[src/rtl/dma_wc_pkg.sv]
package dma_wc_pkg;

  typedef enum logic [1:0] {
    ST_IDLE    = 2'd0,
    ST_RD_REQ  = 2'd1,
    ST_RD_WAIT = 2'd2,
    ST_WR_REQ  = 2'd3
  } chan_state_e;

  typedef struct packed {
    logic       mem_is_src;
    logic [1:0] per_sz;
    logic [1:0] mem_sz;
    logic       per_inc;
    logic       mem_inc;
  } chan_ctl_t;

  localparam logic [2:0] REG_PER_ADDR = 3'd0;
  localparam logic [2:0] REG_MEM_ADDR = 3'd1;
  localparam logic [2:0] REG_COUNT    = 3'd2;
  localparam logic [2:0] REG_CTRL     = 3'd3;
  localparam logic [2:0] REG_CMD      = 3'd4;

  // code 3 behaves as a word access
  function automatic logic [1:0] norm_size(input logic [1:0] code);
    return (code == 2'd3) ? 2'd2 : code;
  endfunction

  function automatic logic [2:0] size_bytes(input logic [1:0] code);
    case (norm_size(code))
      2'd0:    return 3'd1;
      2'd1:    return 3'd2;
      default: return 3'd4;
    endcase
  endfunction

endpackage

[src/rtl/dma_wc_cfg.sv]
module dma_wc_cfg
  import dma_wc_pkg::*;
#(
  parameter int ADDR_W = 32,
  parameter int CNT_W  = 16,
  parameter int CFG_W  = 32
) (
  input  logic              clk,
  input  logic              rst_n,
  input  logic              cfg_we,
  input  logic [2:0]        cfg_addr,
  input  logic [CFG_W-1:0]  cfg_wdata,
  input  logic              busy,
  output logic [ADDR_W-1:0] per_addr,
  output logic [ADDR_W-1:0] mem_addr,
  output logic [CNT_W-1:0]  count,
  output chan_ctl_t         ctl,
  output logic              start_pulse,
  output logic              clr_pulse
);

  localparam int CTL_W = $bits(chan_ctl_t);

  logic      wr_ok;
  logic      per_en, mem_en, cnt_en, ctl_en;
  chan_ctl_t ctl_in;
  logic      cfg_unused;

  assign wr_ok  = cfg_we & ~busy;
  assign per_en = wr_ok & (cfg_addr == REG_PER_ADDR);
  assign mem_en = wr_ok & (cfg_addr == REG_MEM_ADDR);
  assign cnt_en = wr_ok & (cfg_addr == REG_COUNT);
  assign ctl_en = wr_ok & (cfg_addr == REG_CTRL);

  assign ctl_in.mem_is_src = cfg_wdata[0];
  assign ctl_in.per_sz     = cfg_wdata[2:1];
  assign ctl_in.mem_sz     = cfg_wdata[4:3];
  assign ctl_in.per_inc    = cfg_wdata[5];
  assign ctl_in.mem_inc    = cfg_wdata[6];

  assign start_pulse = wr_ok  & (cfg_addr == REG_CMD) & cfg_wdata[0];
  assign clr_pulse   = cfg_we & (cfg_addr == REG_CMD) & cfg_wdata[1];

  assign cfg_unused = ^cfg_wdata[CFG_W-1:CTL_W];

  always_ff @(posedge clk or negedge rst_n) begin
    if (!rst_n) begin
      per_addr <= '0;
      mem_addr <= '0;
      count    <= '0;
      ctl      <= '0;
    end else begin
      if (per_en) per_addr <= cfg_wdata[ADDR_W-1:0];
      if (mem_en) mem_addr <= cfg_wdata[ADDR_W-1:0];
      if (cnt_en) count    <= cfg_wdata[CNT_W-1:0];
      if (ctl_en) ctl      <= ctl_in;
    end
  end

endmodule

[src/rtl/dma_wc_fit.sv]
module dma_wc_fit
  import dma_wc_pkg::*;
#(
  parameter int DATA_W = 32
) (
  input  logic [DATA_W-1:0] rd_data,
  input  logic [1:0]        src_sz,
  input  logic [1:0]        dst_sz,
  output logic [DATA_W-1:0] fit_data
);

  localparam int LANES = DATA_W / 8;

  logic [2:0] src_b, dst_b, keep_b;

  assign src_b  = size_bytes(src_sz);
  assign dst_b  = size_bytes(dst_sz);
  assign keep_b = (src_b < dst_b) ? src_b : dst_b;

  for (genvar g = 0; g < LANES; g++) begin : g_lane
    logic lane_on;
    assign lane_on = (g < int'(keep_b));
    assign fit_data[g*8 +: 8] = lane_on ? rd_data[g*8 +: 8] : 8'h00;
  end

endmodule

[src/rtl/dma_wc_seq.sv]
module dma_wc_seq
  import dma_wc_pkg::*;
#(
  parameter int ADDR_W = 32,
  parameter int CNT_W  = 16,
  parameter int DATA_W = 32
) (
  input  logic              clk,
  input  logic              rst_n,
  input  logic [ADDR_W-1:0] per_addr,
  input  logic [ADDR_W-1:0] mem_addr,
  input  logic [CNT_W-1:0]  count,
  input  chan_ctl_t         ctl,
  input  logic              start,
  input  logic              clr,
  input  logic              bus_gnt,
  input  logic              bus_rvalid,
  input  logic [DATA_W-1:0] fit_data,
  output logic [1:0]        src_sz,
  output logic [1:0]        dst_sz,
  output logic              bus_req,
  output logic [ADDR_W-1:0] bus_addr,
  output logic [1:0]        bus_size,
  output logic              bus_we,
  output logic [DATA_W-1:0] bus_wdata,
  output logic              busy,
  output logic              done
);

  chan_state_e       state, state_n;
  logic [ADDR_W-1:0] src_ptr, src_ptr_n, dst_ptr, dst_ptr_n;
  logic [CNT_W-1:0]  remain, remain_n;
  logic [DATA_W-1:0] wbuf;
  logic              done_n;
  logic              ptr_en, wbuf_en;

  logic [ADDR_W-1:0] src_base, dst_base, src_step, dst_step;
  logic              src_inc, dst_inc;

  // role selection from the direction bit
  assign src_base = ctl.mem_is_src ? mem_addr    : per_addr;
  assign dst_base = ctl.mem_is_src ? per_addr    : mem_addr;
  assign src_sz   = ctl.mem_is_src ? ctl.mem_sz  : ctl.per_sz;
  assign dst_sz   = ctl.mem_is_src ? ctl.per_sz  : ctl.mem_sz;
  assign src_inc  = ctl.mem_is_src ? ctl.mem_inc : ctl.per_inc;
  assign dst_inc  = ctl.mem_is_src ? ctl.per_inc : ctl.mem_inc;

  assign src_step = src_inc ? ADDR_W'(size_bytes(src_sz)) : '0;
  assign dst_step = dst_inc ? ADDR_W'(size_bytes(dst_sz)) : '0;

  always_comb begin
    state_n   = state;
    src_ptr_n = src_ptr;
    dst_ptr_n = dst_ptr;
    remain_n  = remain;
    done_n    = done;
    ptr_en    = 1'b0;
    wbuf_en   = 1'b0;
    if (clr) done_n = 1'b0;
    case (state)
      ST_IDLE: begin
        if (start) begin
          if (count == '0) begin
            done_n = 1'b1;
          end else begin
            done_n    = 1'b0;
            src_ptr_n = src_base;
            dst_ptr_n = dst_base;
            remain_n  = count;
            ptr_en    = 1'b1;
            state_n   = ST_RD_REQ;
          end
        end
      end
      ST_RD_REQ: begin
        if (bus_gnt) state_n = ST_RD_WAIT;
      end
      ST_RD_WAIT: begin
        if (bus_rvalid) begin
          wbuf_en = 1'b1;
          state_n = ST_WR_REQ;
        end
      end
      ST_WR_REQ: begin
        if (bus_gnt) begin
          src_ptr_n = src_ptr + src_step;
          dst_ptr_n = dst_ptr + dst_step;
          remain_n  = remain - 1'b1;
          ptr_en    = 1'b1;
          if (remain == CNT_W'(1)) begin
            state_n = ST_IDLE;
            done_n  = 1'b1;
          end else begin
            state_n = ST_RD_REQ;
          end
        end
      end
      default: state_n = ST_IDLE;
    endcase
  end

  always_ff @(posedge clk or negedge rst_n) begin
    if (!rst_n) begin
      state   <= ST_IDLE;
      done    <= 1'b0;
      src_ptr <= '0;
      dst_ptr <= '0;
      remain  <= '0;
      wbuf    <= '0;
    end else begin
      state <= state_n;
      done  <= done_n;
      if (ptr_en) begin
        src_ptr <= src_ptr_n;
        dst_ptr <= dst_ptr_n;
        remain  <= remain_n;
      end
      if (wbuf_en) wbuf <= fit_data;
    end
  end

  assign busy      = (state != ST_IDLE);
  assign bus_req   = (state == ST_RD_REQ) || (state == ST_WR_REQ);
  assign bus_we    = (state == ST_WR_REQ);
  assign bus_addr  = bus_we ? dst_ptr : src_ptr;
  assign bus_size  = norm_size(bus_we ? dst_sz : src_sz);
  assign bus_wdata = bus_we ? wbuf : '0;

endmodule

[src/rtl/dma_width_chan.sv]
module dma_width_chan
  import dma_wc_pkg::*;
#(
  parameter int ADDR_W = 32,
  parameter int CNT_W  = 16,
  parameter int DATA_W = 32
) (
  input  logic              clk,
  input  logic              rst_n,
  input  logic              cfg_we,
  input  logic [2:0]        cfg_addr,
  input  logic [31:0]       cfg_wdata,
  output logic              bus_req,
  output logic [ADDR_W-1:0] bus_addr,
  output logic [1:0]        bus_size,
  output logic              bus_we,
  output logic [DATA_W-1:0] bus_wdata,
  input  logic              bus_gnt,
  input  logic [DATA_W-1:0] bus_rdata,
  input  logic              bus_rvalid,
  output logic              busy,
  output logic              done
);

  logic [1:0]        rst_sync;
  logic              rst_int_n;
  logic [ADDR_W-1:0] per_addr, mem_addr;
  logic [CNT_W-1:0]  count;
  chan_ctl_t         ctl;
  logic              start_pulse, clr_pulse;
  logic [1:0]        src_sz, dst_sz;
  logic [DATA_W-1:0] fit_data;

  // asynchronous assert, synchronous release
  always_ff @(posedge clk or negedge rst_n) begin
    if (!rst_n) rst_sync <= 2'b00;
    else        rst_sync <= {rst_sync[0], 1'b1};
  end
  assign rst_int_n = rst_sync[1];

  dma_wc_cfg #(.ADDR_W(ADDR_W), .CNT_W(CNT_W), .CFG_W(32)) i_cfg (
    .clk         (clk),
    .rst_n       (rst_int_n),
    .cfg_we      (cfg_we),
    .cfg_addr    (cfg_addr),
    .cfg_wdata   (cfg_wdata),
    .busy        (busy),
    .per_addr    (per_addr),
    .mem_addr    (mem_addr),
    .count       (count),
    .ctl         (ctl),
    .start_pulse (start_pulse),
    .clr_pulse   (clr_pulse)
  );

  dma_wc_fit #(.DATA_W(DATA_W)) i_fit (
    .rd_data  (bus_rdata),
    .src_sz   (src_sz),
    .dst_sz   (dst_sz),
    .fit_data (fit_data)
  );

  dma_wc_seq #(.ADDR_W(ADDR_W), .CNT_W(CNT_W), .DATA_W(DATA_W)) i_seq (
    .clk        (clk),
    .rst_n      (rst_int_n),
    .per_addr   (per_addr),
    .mem_addr   (mem_addr),
    .count      (count),
    .ctl        (ctl),
    .start      (start_pulse),
    .clr        (clr_pulse),
    .bus_gnt    (bus_gnt),
    .bus_rvalid (bus_rvalid),
    .fit_data   (fit_data),
    .src_sz     (src_sz),
    .dst_sz     (dst_sz),
    .bus_req    (bus_req),
    .bus_addr   (bus_addr),
    .bus_size   (bus_size),
    .bus_we     (bus_we),
    .bus_wdata  (bus_wdata),
    .busy       (busy),
    .done       (done)
  );

endmodule

[config.mk]
export PLATFORM = sky130hd
export DESIGN_NAME = dma_width_chan
export DESIGN_NICKNAME = d
export VERILOG_FILES = /design/src/rtl/dma_wc_pkg.sv /design/src/rtl/dma_wc_cfg.sv /design/src/rtl/dma_wc_fit.sv /design/src/rtl/dma_wc_seq.sv /design/src/rtl/dma_width_chan.sv
export SDC_FILE = /design/constraint.sdc
export NUM_CORES = 1
export LEC_CHECK = 0
export BUFFER_PORTS_ARGS = -buffer_cell sky130_fd_sc_hd__buf_2
export CAP_MARGIN = 10
export CORE_MARGIN = 5
export CORE_UTILIZATION = 25
export CTS_CLUSTER_SIZE = 20
export DETAILED_ROUTE_END_ITERATION = 6
export GPL_ROUTABILITY_DRIVEN = 0
export PLACE_DENSITY = 0.45
export SLEW_MARGIN = 20
export SYNTH_ARGS = -nofsm -noshare
export SYNTH_HDL_FRONTEND = slang
export SYNTH_SLANG_ARGS = --single-unit
[constraint.sdc]
create_clock -name clk -period 15.33 [get_ports clk]
set_input_delay 3.066 -clock clk [delete_from_list [all_inputs] [get_ports clk]]
set_output_delay 3.066 -clock clk [all_outputs]
set_load 0.1 [all_outputs]
==> results_dict.tcl <==
set metrics [dict create \
    critPathArrivalTime_ns 3.48 \
    tightest_slew_ns 0.993 \
    synthCells 1214 \
    hold_buffers 0 \
    ys_warn_count 0 \
    layout-drive-gt1-share_pct 27.4 \
    setup_ws_ns 8.78 \
    path_clk_slew_ns 0.06 \
    h-tree-depth 1 \
    portBuffers 141 \
    start_kind "register" \
    drt-wirelength-per-cell_um 20.8 \
    cts_root_buffer "clkbuf_16" \
    grt_max_degree 160 \
    leakage_nw 6.08 \
    path_delay_family "buffers and inverters" \
    max_cap_viol_count 0 \
    ys_seq_area_share_pct 42.9 \
    initial_core_util_pct 25.1 \
    grt_pass1_vias 9832 \
    crit_slowest_cell "buf_4" \
    core-area_um2 47400 \
    drv_slew 0 \
    final-hold-violation-count 0 \
    avgViaCountPerCell 5.22 \
    path_class "reg2out" \
    num_io_pins 142 \
    grt_pass1_wl_um 62300 \
    preCtsSetupSlack_ns 9.29 \
    core.rowCount 80 \
    post_cts_resized 0 \
    vias 10182 \
    fin_nets 1407 \
    cts_buffers 27 \
    cp_max_fo 90 \
    insertion_delay_ns 0.55 \
    run_status "complete, no violations" \
    cp.required_ns 12.26 \
    period_needed_ns 6.55 \
    clk_path_buf_depth 3 \
    crit_top_cell "buf_4" \
    synthesis.nets 1304 \
    finalCritPeriodShare_pct 42.7 \
    fp.dieH_um 228 \
    drtIter0Drc 762 \
    ys_ff_latch 204 \
    ys_async_sr_fraction_pct 100 \
    cpPeakStageDelay_ns 0.74 \
    fmax_ghz 0.153 \
    fin_skew_ns 0.0209 \
    cts_setup_buffers 0 \
    critPathCaptureType "primary output" \
    synth_cell_types 79 \
    grt_usage_pct 14.9 \
    path_buf_inv 3 \
    drtPass1Iterations 6 \
    syn_avg_cell_area_um2 9.80 \
    syn2layout_area_growth_pct 18.4 \
    path_cells "ha_4, buf_4, buf_4, nand2_1, o21ai_0, buf_2" \
    antenna_left 0 \
    die_area_um2 52100 \
    rsz0062_at_grt "false" \
    wl_um 40500 \
    drc 0 \
    cts.sinks 204 \
    syn-cell-area_um2 11900 \
    irDropWorstVdd_mv 0.0971 \
    synth_enable_flop_cells 0 \
    synth_top_flop_cell "dfrtp_1" \
    die_w_um 228 \
    grt.overflow.total 0 \
    dp.final_hpwl_um 27600 \
    fin_setup_tns_ns 0 \
    hold_path_class "reg2async" \
    relSlewSlack_pct 33.3 \
    powerDensity_nw_per_um2 236 \
    cts_tree "done" \
    antenna_found_initial 2 \
    r2r_slack_ns 11.02 \
    setup_viol_count_final 0 \
]
cell families (layout without fill, tap and decap cells):
logic type                 Yosys count  count (layout)  share of synthesized area, %
and+or+nand+nor                    470             470                          20.5
AOI/OAI and AO/OA                  228             228                          13.9
DFF                                204             204                          42.9
muxes                              179             179                          16.7
buffers and inverters              111             232                          3.72
adders and majority gates           18              18                          2.02
xor gates and xnor gates             3               3                         0.221
other                                1               2                        0.0315
layout by cell type (no fill, tap or decap), types with 21 or more instances in the layout:
cell | synthesis | routed
o211ai_1 | 22 | 22
and2_1 | 36 | 36
nand4_1 | 24 | 24
nand3_1 | 63 | 63
clkbuf_16 | 0 | 27
mux2_2 | 151 | 151
o21ai_0 | 34 | 34
dfrtp_1 | 204 | 202
a32oi_1 | 26 | 26
nor3_1 | 22 | 21
a21oi_1 | 40 | 40
nand2_1 | 153 | 152
nor2_1 | 55 | 54
inv_1 | 30 | 30
mux2i_1 | 27 | 27
nor4_1 | 21 | 21
buf_2 | 20 | 141
or4_1 | 25 | 25
metrics by stage:
stage / hold WS (ns) / std cells / total power, mW / util, % / cell area [um2]
after global placement: 0.338 / 1903 / 2.69 / 27.8 / 13200
after CTS: 0.353 / 1950 / 3.36 / 29.7 / 14100
after detailed placement: 0.340 / 1903 / 2.71 / 27.9 / 13200
after floorplan: 0.331 / 1214 / 2.31 / - / 11900
after global routing: 0.354 / 1951 / 3.52 / 29.7 / 14100
final: 0.351 / 1951 / 3.32 / 29.7 / 14100
sequential cells by signal, summed over array words and instances, names as in the netlist:
| register | cells |
|---|---|
| i_cfg.mem_addr | 32 |
| i_cfg.per_addr | 32 |
| i_seq.dst_ptr | 32 |
| i_seq.src_ptr | 32 |
| i_seq.wbuf | 32 |
| i_cfg.count | 16 |
| i_seq.remain | 16 |
| i_cfg.ctl | 7 |
| i_seq.state | 2 |
| rst_sync | 2 |
| i_seq.done | 1 |
routing by layer:
metal / global-route usage [%] / wire length, um
met4: 3.16 / 908
met1: 21.2 / 18900
met5: 0 / 13
met3: 2.82 / 2010
met2: 23.9 / 18700
synth_stat cells (all sizes together), types with 3 or more instances:
master	instances	area, um2
o21ai	34	170
a21o	3	22.5
o21a	5	37.5
nand2b	7	43.8
buf	29	134
a32o	3	30.0
nor2	56	213
a31oi	6	43.8
a211o	6	52.6
and3	14	87.6
and4	9	78.8
a32oi	26	228
o211ai	22	165
or3	12	80.1
nand4b	5	43.8
or2	4	25.0
a41oi	5	43.8
nand3b	4	30.0
or4	26	199
mux2i	27	270
a22o	8	70.1
a22oi	11	82.6
nand4	25	163
o22a	4	35.0
o22ai	9	56.3
a221oi	3	26.3
a21oi	40	200
nor4	22	144
and2	37	231
a211oi	9	67.6
ha	16	200
mux2	151	1700
dfrtp	204	5100
nor3	23	126
nand2	154	581
nand3	64	325
a222oi	6	60.1
o32ai	6	52.6
clkbuf	52	196
inv	30	113
where the power goes:
group          internal [mW]  leakage, nW  switching (mW)  total [mW]
sequential             0.743         2.52           0.241       0.984
combinational          0.524         3.14            1.18        1.71
clock                  0.382        0.422           0.248       0.630
total                   1.65         6.08            1.67        3.32
area by class of cell:
| cell class | count | area [um2] |
|---|---|---|
| flip-flops and latches | 204 | 5110 |
| clock inverters | 2 | 37.5 |
| clock buffers | 45 | 833 |
| inverters | 30 | 113 |
| repair buffers | 155 | 823 |
| fillers | 5041 | 33400 |
| multi-input cells | 899 | 6400 |
| well taps | 615 | 769 |
| diodes | 1 | 2.50 |
worst paths after layout:
check	start	to	cells after the start
max reg2reg	i_seq.state[1]	i_seq.dst_ptr[26]	10
min in group clk	rst_sync[0]	rst_sync[1]	0
min reg2reg	rst_sync[1]	i_cfg.count[4]	0
max in group asynchronous	rst_n	rst_sync[1]	1
min	rst_sync[1]	i_cfg.count[4]	0
max	i_seq.state[1]	bus_addr[28]	6
(Power assumes the default switching activity.)
